$ cat config.mk
export PLATFORM = sky130hd
export DESIGN_NAME = dring_walker
export DESIGN_NICKNAME = d
export VERILOG_FILES = /design/src/rtl/dring_pkg.sv /design/src/rtl/dring_ptr.sv /design/src/rtl/dring_mover.sv /design/src/rtl/dring_walker.sv
export SDC_FILE = /design/constraint.sdc
export NUM_CORES = 1
export LEC_CHECK = 0
export BUFFER_PORTS_ARGS = -buffer_cell sky130_fd_sc_hd__clkbuf_2
export CAP_MARGIN = 15
export CORE_MARGIN = 4
export CORE_UTILIZATION = 50
export CTS_CLUSTER_SIZE = 16
export DETAILED_ROUTE_END_ITERATION = 6
export MAX_ROUTING_LAYER = met4
export PLACE_DENSITY = 0.75
export SLEW_MARGIN = 40
export SYNTH_ARGS = -nofsm -noshare
export SYNTH_HDL_FRONTEND = slang
export SYNTH_SLANG_ARGS = --single-unit
$ cat constraint.sdc
create_clock -name clk -period 4.05 [get_ports clk]
set_input_delay 0.2025 -clock clk [delete_from_list [all_inputs] [get_ports clk]]
set_output_delay 0.2025 -clock clk [all_outputs]
set_load 0.05 [all_outputs]
$ cat src/rtl/dring_pkg.sv
package dring_pkg;
  localparam int OWN_BIT = 31;
  localparam int CMPL_BIT = 30;
  localparam int SOP_BIT = 29;
  localparam int EOP_BIT = 28;
  localparam int OFS_HI = 27;
  localparam int OFS_LO = 23;
  localparam int LEN_W = 16;

  typedef enum logic [2:0] {
    ST_IDLE, ST_GETC, ST_GETA, ST_EVAL, ST_MOVE, ST_BACK
  } walk_st_e;

  // transmit decodes the full 5-bit field, receive only its low 3 bits
  function automatic logic [4:0] buf_ofs(input logic [4:0] fld, input logic tx);
    buf_ofs = tx ? fld : {2'b00, fld[2:0]};
  endfunction

  // control word handed back to software after a descriptor completes
  function automatic logic [31:0] back_word(input logic [31:0] ctl, input logic tx,
                                            input logic sop, input logic eop,
                                            input logic [LEN_W-1:0] nbytes);
    logic [31:0] w;
    w = ctl;
    w[OWN_BIT] = 1'b0;
    w[CMPL_BIT] = 1'b1;
    if (!tx) begin
      w[SOP_BIT] = sop;
      w[EOP_BIT] = eop;
      w[LEN_W-1:0] = nbytes;
    end
    back_word = w;
  endfunction
endpackage

$ cat src/rtl/dring_ptr.sv
module dring_ptr #(
  parameter int IDX_W = 6
) (
  input  logic             clk,
  input  logic             rst_n,
  input  logic             clr,
  input  logic             adv,
  input  logic [IDX_W:0]   ring_len,
  output logic [IDX_W-1:0] idx
);
  localparam logic [IDX_W-1:0] ONE_I = {{(IDX_W-1){1'b0}}, 1'b1};
  localparam logic [IDX_W:0]   ONE_L = {{IDX_W{1'b0}}, 1'b1};

  function automatic logic [IDX_W-1:0] step(input logic [IDX_W-1:0] i, input logic [IDX_W:0] n);
    step = (({1'b0, i} + ONE_L) >= n) ? '0 : i + ONE_I;
  endfunction

  always_ff @(posedge clk or negedge rst_n) begin
    if (!rst_n)   idx <= '0;
    else if (clr) idx <= '0;
    else if (adv) idx <= step(idx, ring_len);
  end


  idx_step_chk: assert property (@(posedge clk) disable iff (!rst_n)
    adv |=> (idx == '0) || (idx == $past(idx) + ONE_I));


  idx_clear_chk: assert property (@(posedge clk) disable iff (!rst_n)
    clr |=> (idx == '0));
endmodule

$ cat src/rtl/dring_mover.sv
module dring_mover #(
  parameter int MADDR_W = 16
) (
  input  logic               clk,
  input  logic               rst_n,
  input  logic               start,
  input  logic               is_tx,
  input  logic [MADDR_W-1:0] start_addr,
  input  logic [15:0]        nbytes,
  input  logic               sop,
  input  logic               eop,
  output logic               fin,
  output logic [15:0]        moved,
  output logic               saw_last,
  output logic               mem_rd,
  output logic               mem_wr,
  output logic [MADDR_W-1:0] mem_addr,
  output logic [7:0]         mem_wdata,
  input  logic [7:0]         mem_rdata,
  output logic               tx_valid,
  output logic [7:0]         tx_data,
  output logic               tx_first,
  output logic               tx_last,
  input  logic               rx_valid,
  input  logic [7:0]         rx_data,
  input  logic               rx_last,
  output logic               rx_ready
);
  logic               active, tx_q, sop_q, eop_q, stop_q;
  logic [15:0]        cnt, len_q;
  logic [MADDR_W-1:0] addr_q;
  logic               rdv_q, first_q, last_q;
  logic               room, rd_go, wr_go;

  assign room      = (cnt != len_q);
  assign rd_go     = active & tx_q & room;
  assign rx_ready  = active & ~tx_q & room & ~stop_q;
  assign wr_go     = rx_ready & rx_valid;
  assign fin       = active & (tx_q ? ~room : (~room | stop_q));
  assign mem_rd    = rd_go;
  assign mem_wr    = wr_go;
  assign mem_addr  = addr_q + MADDR_W'(cnt);
  assign mem_wdata = rx_data;
  assign moved     = cnt;
  assign saw_last  = stop_q;
  assign tx_valid  = rdv_q;
  assign tx_first  = first_q;
  assign tx_last   = last_q;
  assign tx_data   = mem_rdata;

  always_ff @(posedge clk or negedge rst_n) begin
    if (!rst_n) begin
      active <= 1'b0; tx_q <= 1'b0; sop_q <= 1'b0; eop_q <= 1'b0; stop_q <= 1'b0;
      cnt <= '0; len_q <= '0; addr_q <= '0;
      rdv_q <= 1'b0; first_q <= 1'b0; last_q <= 1'b0;
    end else begin
      rdv_q   <= rd_go;
      first_q <= rd_go & sop_q & (cnt == 16'd0);
      last_q  <= rd_go & eop_q & (cnt == len_q - 16'd1);
      if (start) begin
        active <= 1'b1; tx_q <= is_tx; sop_q <= sop; eop_q <= eop;
        len_q <= nbytes; addr_q <= start_addr; cnt <= '0; stop_q <= 1'b0;
      end else if (fin) begin
        active <= 1'b0;
      end else if (rd_go | wr_go) begin
        cnt <= cnt + 16'd1;
        if (wr_go & rx_last) stop_q <= 1'b1;
      end
    end
  end


  tx_first_valid_chk: assert property (@(posedge clk) disable iff (!rst_n)
    tx_first |-> tx_valid);


  tx_last_valid_chk: assert property (@(posedge clk) disable iff (!rst_n)
    tx_last |-> tx_valid);


  rx_no_write_tx_chk: assert property (@(posedge clk) disable iff (!rst_n)
    mem_wr |-> !mem_rd);
endmodule

$ cat src/rtl/dring_walker.sv
module dring_walker
  import dring_pkg::*;
#(
  parameter int IDX_W   = 6,
  parameter int DADDR_W = 10,
  parameter int MADDR_W = 16
) (
  input  logic               clk,
  input  logic               rst_n,
  input  logic               chan_on,
  input  logic               cfg_tx,
  input  logic [DADDR_W-1:0] cfg_ring_base,
  input  logic [IDX_W:0]     cfg_ring_len,
  input  logic               poll_tick,
  output logic               dsc_rd,
  output logic               dsc_wr,
  output logic [DADDR_W-1:0] dsc_addr,
  output logic [31:0]        dsc_wdata,
  input  logic [31:0]        dsc_rdata,
  output logic               mem_rd,
  output logic               mem_wr,
  output logic [MADDR_W-1:0] mem_addr,
  output logic [7:0]         mem_wdata,
  input  logic [7:0]         mem_rdata,
  output logic               tx_valid,
  output logic [7:0]         tx_data,
  output logic               tx_first,
  output logic               tx_last,
  input  logic               rx_valid,
  input  logic [7:0]         rx_data,
  input  logic               rx_last,
  output logic               rx_ready,
  output logic               desc_done,
  output logic [IDX_W-1:0]   cur_idx
);
  localparam logic [DADDR_W-1:0] ONE_D = {{(DADDR_W-1){1'b0}}, 1'b1};

  walk_st_e           st;
  logic [31:0]        ctl_q;
  logic               frame_open;
  logic [IDX_W-1:0]   idx;
  logic [DADDR_W-1:0] slot_addr;
  logic               ev_take, ev_back, ev_clr;
  logic               mv_fin, mv_last;
  logic [15:0]        mv_moved;
  logic [MADDR_W-1:0] buf_start;

  // named events used by the state machine and the assertions
  assign ev_take   = (st == ST_EVAL) & ctl_q[OWN_BIT];
  assign ev_back   = (st == ST_BACK);
  assign ev_clr    = (st == ST_IDLE) & ~chan_on;
  assign slot_addr = cfg_ring_base + DADDR_W'({idx, 1'b0});
  assign buf_start = dsc_rdata[MADDR_W-1:0] + MADDR_W'(buf_ofs(ctl_q[OFS_HI:OFS_LO], cfg_tx));

  assign dsc_rd    = (st == ST_GETC) | (st == ST_GETA);
  assign dsc_addr  = (st == ST_GETA) ? slot_addr + ONE_D : slot_addr;
  assign dsc_wr    = ev_back;
  assign dsc_wdata = back_word(ctl_q, cfg_tx, frame_open, mv_last, mv_moved);
  assign desc_done = ev_back;
  assign cur_idx   = idx;

  always_ff @(posedge clk or negedge rst_n) begin
    if (!rst_n) begin
      st <= ST_IDLE;
      ctl_q <= '0;
      frame_open <= 1'b1;
    end else begin
      case (st)
        ST_IDLE: if (chan_on & poll_tick) st <= ST_GETC;
        ST_GETC: st <= ST_GETA;
        ST_GETA: begin ctl_q <= dsc_rdata; st <= ST_EVAL; end
        ST_EVAL: st <= ev_take ? ST_MOVE : ST_IDLE;
        ST_MOVE: if (mv_fin) st <= ST_BACK;
        ST_BACK: st <= chan_on ? ST_GETC : ST_IDLE;
        default: st <= ST_IDLE;
      endcase
      if (ev_clr) frame_open <= 1'b1;
      else if (ev_back & ~cfg_tx) frame_open <= mv_last;
    end
  end

  dring_ptr #(.IDX_W(IDX_W)) u_ptr (
    .clk(clk), .rst_n(rst_n), .clr(ev_clr), .adv(ev_back),
    .ring_len(cfg_ring_len), .idx(idx)
  );

  dring_mover #(.MADDR_W(MADDR_W)) u_mover (
    .clk(clk), .rst_n(rst_n), .start(ev_take), .is_tx(cfg_tx),
    .start_addr(buf_start), .nbytes(ctl_q[LEN_W-1:0]),
    .sop(ctl_q[SOP_BIT]), .eop(ctl_q[EOP_BIT]),
    .fin(mv_fin), .moved(mv_moved), .saw_last(mv_last),
    .mem_rd(mem_rd), .mem_wr(mem_wr), .mem_addr(mem_addr),
    .mem_wdata(mem_wdata), .mem_rdata(mem_rdata),
    .tx_valid(tx_valid), .tx_data(tx_data), .tx_first(tx_first), .tx_last(tx_last),
    .rx_valid(rx_valid), .rx_data(rx_data), .rx_last(rx_last), .rx_ready(rx_ready)
  );


  done_pulse_chk: assert property (@(posedge clk) disable iff (!rst_n)
    desc_done |=> !desc_done);


  owned_only_chk: assert property (@(posedge clk) disable iff (!rst_n)
    (st == ST_MOVE) |-> ctl_q[OWN_BIT]);


  wb_flags_chk: assert property (@(posedge clk) disable iff (!rst_n)
    dsc_wr |-> (!dsc_wdata[OWN_BIT] && dsc_wdata[CMPL_BIT]));


  wb_no_read_chk: assert property (@(posedge clk) disable iff (!rst_n)
    dsc_wr |-> !dsc_rd && !mem_rd && !mem_wr);
endmodule

Yosys cells after proc, flatten, opt, wreduce, memory -nomap -nowiden
Cells that the tools add are included.
Widths: inputs -> output; s select.
{"block": "word_totals", "reg_bits": 98, "latch_bits": 0, "ramBits": 0, "rom_bits": 0, "in_bits": 72, "output_inout_bits": 89, "elab_cells": 92, "memories": 0}
{"block": "op_classes", "add_sub_neg": 8, "multipliers": 0, "div_mod_pow": 0, "order_cmp": 1, "n_eq_ne": 10, "shifts": 0, "n_mux": 24, "n_bitwise": 24, "reduce_logical": 10}
{"op": "$mux 16", "n": 4}
{"op": "$mux 6", "n": 3}
{"op": "$pmux 3 s6", "n": 1}
{"op": "$add 16x1->16 const B", "n": 1}
{"op": "$add 16x16->16", "n": 1}
{"op": "$add 16x5->16", "n": 1}
{"op": "$and 1x1->1", "n": 16}
{"op": "$eq 16x16->1", "n": 1}
{"op": "$logic_not 16->1", "n": 1}
{"op": "$ne 16x16->1", "n": 1}
{"op": "$sub 16x1->16 const B", "n": 1}
{"op": "$add 10x1->10 const B", "n": 1}
{"op": "$add 10x7->10", "n": 1}
{"op": "$mux 1", "n": 10}
{"op": "$mux 10", "n": 1}
{"op": "$reduce_bool 2->1", "n": 5}
{"op": "$mux 3", "n": 3}
{"op": "$add 6x1->7 const B", "n": 1}
{"op": "$ge 7x7->1", "n": 1}
{"op": "$add 6x1->6 const B", "n": 1}
{"op": "$eq 3x2->1 const B", "n": 2}
{"op": "$eq 3x3->1 const B", "n": 2}
{"op": "$mux 5", "n": 1}
{"op": "$not 1->1", "n": 5}
{"op": "8 further kinds", "n": 12}

Depth between registers and ports, before layout
{"block": "logic_depth", "ltp_word": 10, "mapped_depth": 10, "mapped_depth_nobuf": 9}

Modules after synthesis
A second synthesis with hierarchy kept.
{"block": "unflattened", "hier_cells": 683, "hier_area_um2": 6911.6}
{"mod": "dring_mover", "instances": 1, "cells_each": 394, "area_each_um2": 3839.9, "seq_area_each_um2": 1401.3}
{"mod": "dring_walker", "instances": 1, "cells_each": 239, "area_each_um2": 2581.2, "seq_area_each_um2": 877.1}
{"mod": "dring_ptr", "instances": 1, "cells_each": 50, "area_each_um2": 490.5, "seq_area_each_um2": 150.1}

Least setup slack after synthesis
Ideal clock, no wire load.
{"block": "synth_timing", "path_kind": "reg-to-output", "startpoint": "register u_ptr.idx[0]", "endpoint": "output port dsc_addr[9]", "arrival_ns": 3.112, "t_required_ns": 3.848, "path_slack_ns": 0.736, "stages_incl_launch_ff": 9, "path_buffers": 0, "cell_sequence": "dfrtp_1 ha_1 fa_1 a211oi_1 nor2_1 o22ai_1 and4b_1 a2111oi_0 o211ai_1"}
{"block": "synth_via", "elab_chain_len": 3}
{"element": "start, declared", "line": "dring_ptr.sv:9", "rtl": "output logic [IDX_W-1:0] idx"}
{"element": "start signal, assigned", "line": "dring_ptr.sv:21", "rtl": "else if (adv) idx <= step(idx, ring_len);"}
{"element": "$add 10x7->10 *", "line": "dring_walker.sv:52", "rtl": "assign slot_addr = cfg_ring_base + DADDR_W'({idx, 1'b0});"}
{"element": "$add 10x1->10", "line": "dring_walker.sv:56", "rtl": "assign dsc_addr = (st == ST_GETA) ? slot_addr + ONE_D : slot_addr;"}
{"element": "$mux 10 *", "line": "dring_walker.sv:56"}
{"element": "end, declared", "line": "dring_walker.sv:17", "rtl": "output logic [DADDR_W-1:0] dsc_addr,"}
Every way passes the cells marked *; elsewhere a longest branch is shown, timed or not.

Worst setup path in the final report
Same ends and word-level chain as after synthesis.

==> results.md <==
- Post-cts resize count: 0
- Io pins: between 150 and 200
- R2R Path End: u_mover.tx_last
- CP Buf/Inv Count: 1
- Sequential area share after synthesis: 0.3473
- R2R Setup Slk: 1.34 ns
- Vias in the first global route: ~5,500
- Post-synth top area share: 0.3435
- Clock Path Buffers: 2
- GPL Wtd Cong: 0.9022
- Register bit total from synthesis: 97
- Clock Skew: roughly 0.012 ns
- Placed instance count: 1,018
- Antenna Cells: 0
- Multi-input logic area: 4065 µm²
- Outcome: completed
- Reg2reg path depth: 8
- Via count: approximately 5,800
- Wire length on met1: approximately 7.8 mm
- R2R Path Start: u_mover.len_q[1]
- Routed vias/inst: between 5 and 6
- Worst Path Max Fanout: 8
- Worst EP arrival: 3.41 ns
- Crit path launch: u_ptr.idx[0]
- Ys async rst share: 1.000
- Final TNS setup: 0 ns
- TritonCTS Buffers: 9
- Final Max Tran Viols: 0
- DR WL met2: roughly 7.7 mm
- Capture point of the critical path: dsc_addr[9]
- CP Capture Type: output port
- Delay-heaviest family, CP: compound AO/OA/AOI/OAI gates
- Final Non-Filler Cells: 1,035
- # port buffers: 125
- Drt pass-1 iters: 5
- Final WL: between 15 and 20 mm
- Drt drc: 0
- Largest net degree at the start of global routing: 66
- Relative max-transition margin: 0.4525
- WP depth: 9
- DIE WIDTH: 126.3 µm
- Total Routing Usage GR: 0.2189
- Syn Area/Cell: 8.977 µm²
- Layout fillers: ~1,300
- Worst endpoint required time: ~3.9 ns
- Top Metal Used: met4
- Peak VDD IR: about 0.00053 V
- Setup CP Type: reg2out
- Final setup vio count: 0
- Syn nets: 892
- Critical path's largest stage delay: 0.47 ns
- Maxcap violations: 0
- Slowest CP cell: dfrtp_1
- Layout area overhead: 12.11%
- Reg clk slew, reported paths: 0.08 ns
- Worst slack at placement: 0.8231 ns
- DIE HEIGHT: 126.3 µm
- Period utilization: 0.8926
- H-Tree Depth: 3
- Yosys cell types: 71
- Critical-path cell list: ha_1 > fa_1 > a211oi_1 > nor2_1 > o22ai_1 > and4b_1 > a2111oi_0 > o211ai_1 > clkbuf_2
- Nets@finish: roughly 970
- Final hold violations: 0
- Clk_lat worst skew: approximately 0.35 ns
- RSZ-0062 raised after global routing: no
- Net Switching: 3.393 mW
- Post-DP HPWL: 12.66 mm
- Pwr/cell area: approximately 830 nW/µm²
- Switching Share: 0.5195
- Netlist Area Pre-Place: 6993 µm²
- Core area: 13,450 µm²
- Hold Path Class: in2reg
- CTS tree: done
- Initial Util: 0.5198
- Num Clock Sinks: between 90 and 100
- Cell row count: 42
- Sequential cell area: 2429 µm²
- Logic pwr share: 0.576
- Share of cells above drive strength 1: 0.2398
- Leakage power: 3.794 nW
- Clk Tree Root Cell: clkbuf_16
- Fin worst setup slack: ~0.44 ns
- Antenna violation net count after detailed routing: 0
- Minimum clock period: 3.615 ns
- Int Power: ~3.1 mW
- Met3 WL: 1.053 mm
- Post-synthesis cell count: 779
- Initial DRC Count: 443
- Flop pwr share: 0.279
- Clk pwr share: 0.145
- Measured slew at the worst slew-check pin: 0.8140 ns
- Initial antenna violation count: 0
- Die Footprint: 15,940 µm²
- Post-DR wirelength/cell: 16.25 µm
- CP Launch Type: register
- First-pass GRT wire length: roughly 28 mm
- Top cells by area, synth: dfrtp_1 34%, mux2_2 7.4%, ha_1 6.8%, nand2_1 5.4%, xnor2_1 4.6%
- YS warnings: 0
- Synth Flop Type: dfrtp_1
- Largest area contributor in the synthesized netlist: dfrtp_1
- Overflow after GRT: 0
- Post-synth EDFFs: 0
- Achievable frequency: 276.6 MHz
timing repair:
| item | 4_1_cts | 5_1_grt |
|---|---|---|
| hold buffers | 1 | 0 |
| hold endpoints to repair | 64 | 0 |
| setup buffers | 0 | 0 |
through the flow:
step | hold WS (ns) | power [mW] | util | area [µm²]
CTS | 0.03996 | 6.561 | 0.5825 | 7836
floorplan | -0.09309 | 4.870 | - | 6993
finish | 0.04915 | 6.531 | 0.5828 | 7840
global placement | 0.3629 | 5.529 | 0.5575 | 7500
global route | 0.05395 | 6.984 | 0.5828 | 7840
detailed placement | 0.3574 | 5.588 | 0.5575 | 7500
routing by layer:
layer | vias to the layer above | global-route usage
li1 | 2860 | -
met1 | 2763 | 0.3013
met2 | 167 | 0.3355
met3 | 23 | 0.04318
met4 | 0 | 0.05237
met5 | - | -
synthesized netlist by cell type (all sizes together) (2+ instances only):
| master | n |
|---|---|
| a21o | 7 |
| conb | 2 |
| o2111ai | 11 |
| xor2 | 36 |
| ha | 38 |
| mux2i | 3 |
| a21boi | 2 |
| buf | 41 |
| nor2b | 10 |
| nor3b | 4 |
| o41ai | 2 |
| a21oi | 21 |
| nand2b | 5 |
| fa | 3 |
| nand4 | 10 |
| and3 | 16 |
| a31oi | 2 |
| or3 | 4 |
| o21bai | 4 |
| o21ba | 2 |
| xnor2 | 37 |
| a2111oi | 2 |
| nor4 | 11 |
| nand3 | 13 |
| nor3 | 17 |
| o31ai | 9 |
| dfrtp | 96 |
| or4b | 2 |
| o22ai | 2 |
| o21ai | 50 |
| clkbuf | 27 |
| nand2 | 100 |
| o211a | 2 |
| mux2 | 46 |
| nor2 | 57 |
| o21a | 5 |
| inv | 30 |
| or4 | 2 |
| and4b | 2 |
| o2bb2ai | 2 |
| and2 | 5 |
| o211ai | 10 |
| or2 | 3 |
| nand3b | 3 |
| a211oi | 5 |
power by group through the flow:
stage	clock network [mW]	logic [mW]	registers [mW]
floorplan	0	3.21	1.66
global placement	0	3.72	1.81
detailed placement	0	3.76	1.83
CTS	0.960	3.79	1.81
global route	0.995	4.10	1.89
finish	0.945	3.76	1.82
worst min path at each step:
| stage | from | end | slack, ns | cells past startpoint |
|---|---|---|---|---|
| global placement | rst_n | u_mover.addr_q[10] | 0.36 | 1 |
| detailed placement | rst_n | u_mover.addr_q[10] | 0.36 | 1 |
| global route | dsc_rdata[24] | ctl_q[24] | 0.05 | 3 |
| finish | dsc_rdata[24] | ctl_q[24] | 0.05 | 3 |
| CTS | dsc_rdata[24] | ctl_q[24] | 0.04 | 3 |
| floorplan | rst_n | ctl_q[0] | -0.09 | 0 |
layout make-up:
| type | instances | area share |
|---|---|---|
| clock buffer | 10 | 0.02921 |
| clock inverter | 6 | 0.01245 |
| inverter | 30 | 0.01436 |
| multi-input combinational | 584 | 0.5185 |
| sequential | 97 | 0.3098 |
| tap | 176 | 0.02809 |
| timing repair buffer | 132 | 0.08762 |
worst reg2reg max path: cells and delay by family (launching register included):
| family | cells | cell delay [ns] |
|---|---|---|
| XOR/XNOR | 1 | 0.17 |
| AO/OA/AOI/OAI | 2 | 0.50 |
| adder cells (fa/ha/maj) | 1 | 0.24 |
| flip-flops | 1 | 0.46 |
| AND/OR/NAND/NOR | 3 | 1.10 |
| buffers and inverters | 1 | 0.12 |
cell usage in the layout, fill, tap and decap left out, types with 8 or more instances in the layout:
master,count
a21oi_1,21
and3_1,16
clkbuf_16,9
clkbuf_2,124
dfrtp_1,96
ha_1,38
inv_1,30
mux2_2,46
nand2_1,100
nand3_1,13
nand4_1,10
nor2_1,57
nor2b_1,10
nor3_1,17
nor4_1,11
o2111ai_1,11
o211ai_1,9
o21ai_0,48
o31ai_1,8
xnor2_1,37
xor2_1,36
sequential cells by signal, summed over array words and instances, names as in the netlist:
name              flops
u_mover.addr_q       16
u_mover.len_q        16
u_mover.moved        16
u_mover.saw_last      1
u_mover.tx_valid      1
u_ptr.idx             6
ctl_q                31
u_mover.tx_first      1
frame_open            1
u_mover.sop_q         1
st                    3
u_mover.eop_q         1
u_mover.tx_last       1
u_mover.tx_q          1
u_mover.active        1
cells by family (layout without fill, tap and decap cells):
group,count (synthesis),in the layout,synth area share
AND/OR/NAND/NOR,270,270,0.1880
XOR/XNOR,73,73,0.09143
adder cells (fa/ha/maj),41,41,0.07658
buffers and inverters,98,178,0.07211
multiplexers,49,49,0.07837
AO/OA/AOI/OAI,149,149,0.1451
flip-flops,97,97,0.3473
other,2,2,0.001074
(Power assumes the default switching activity.)
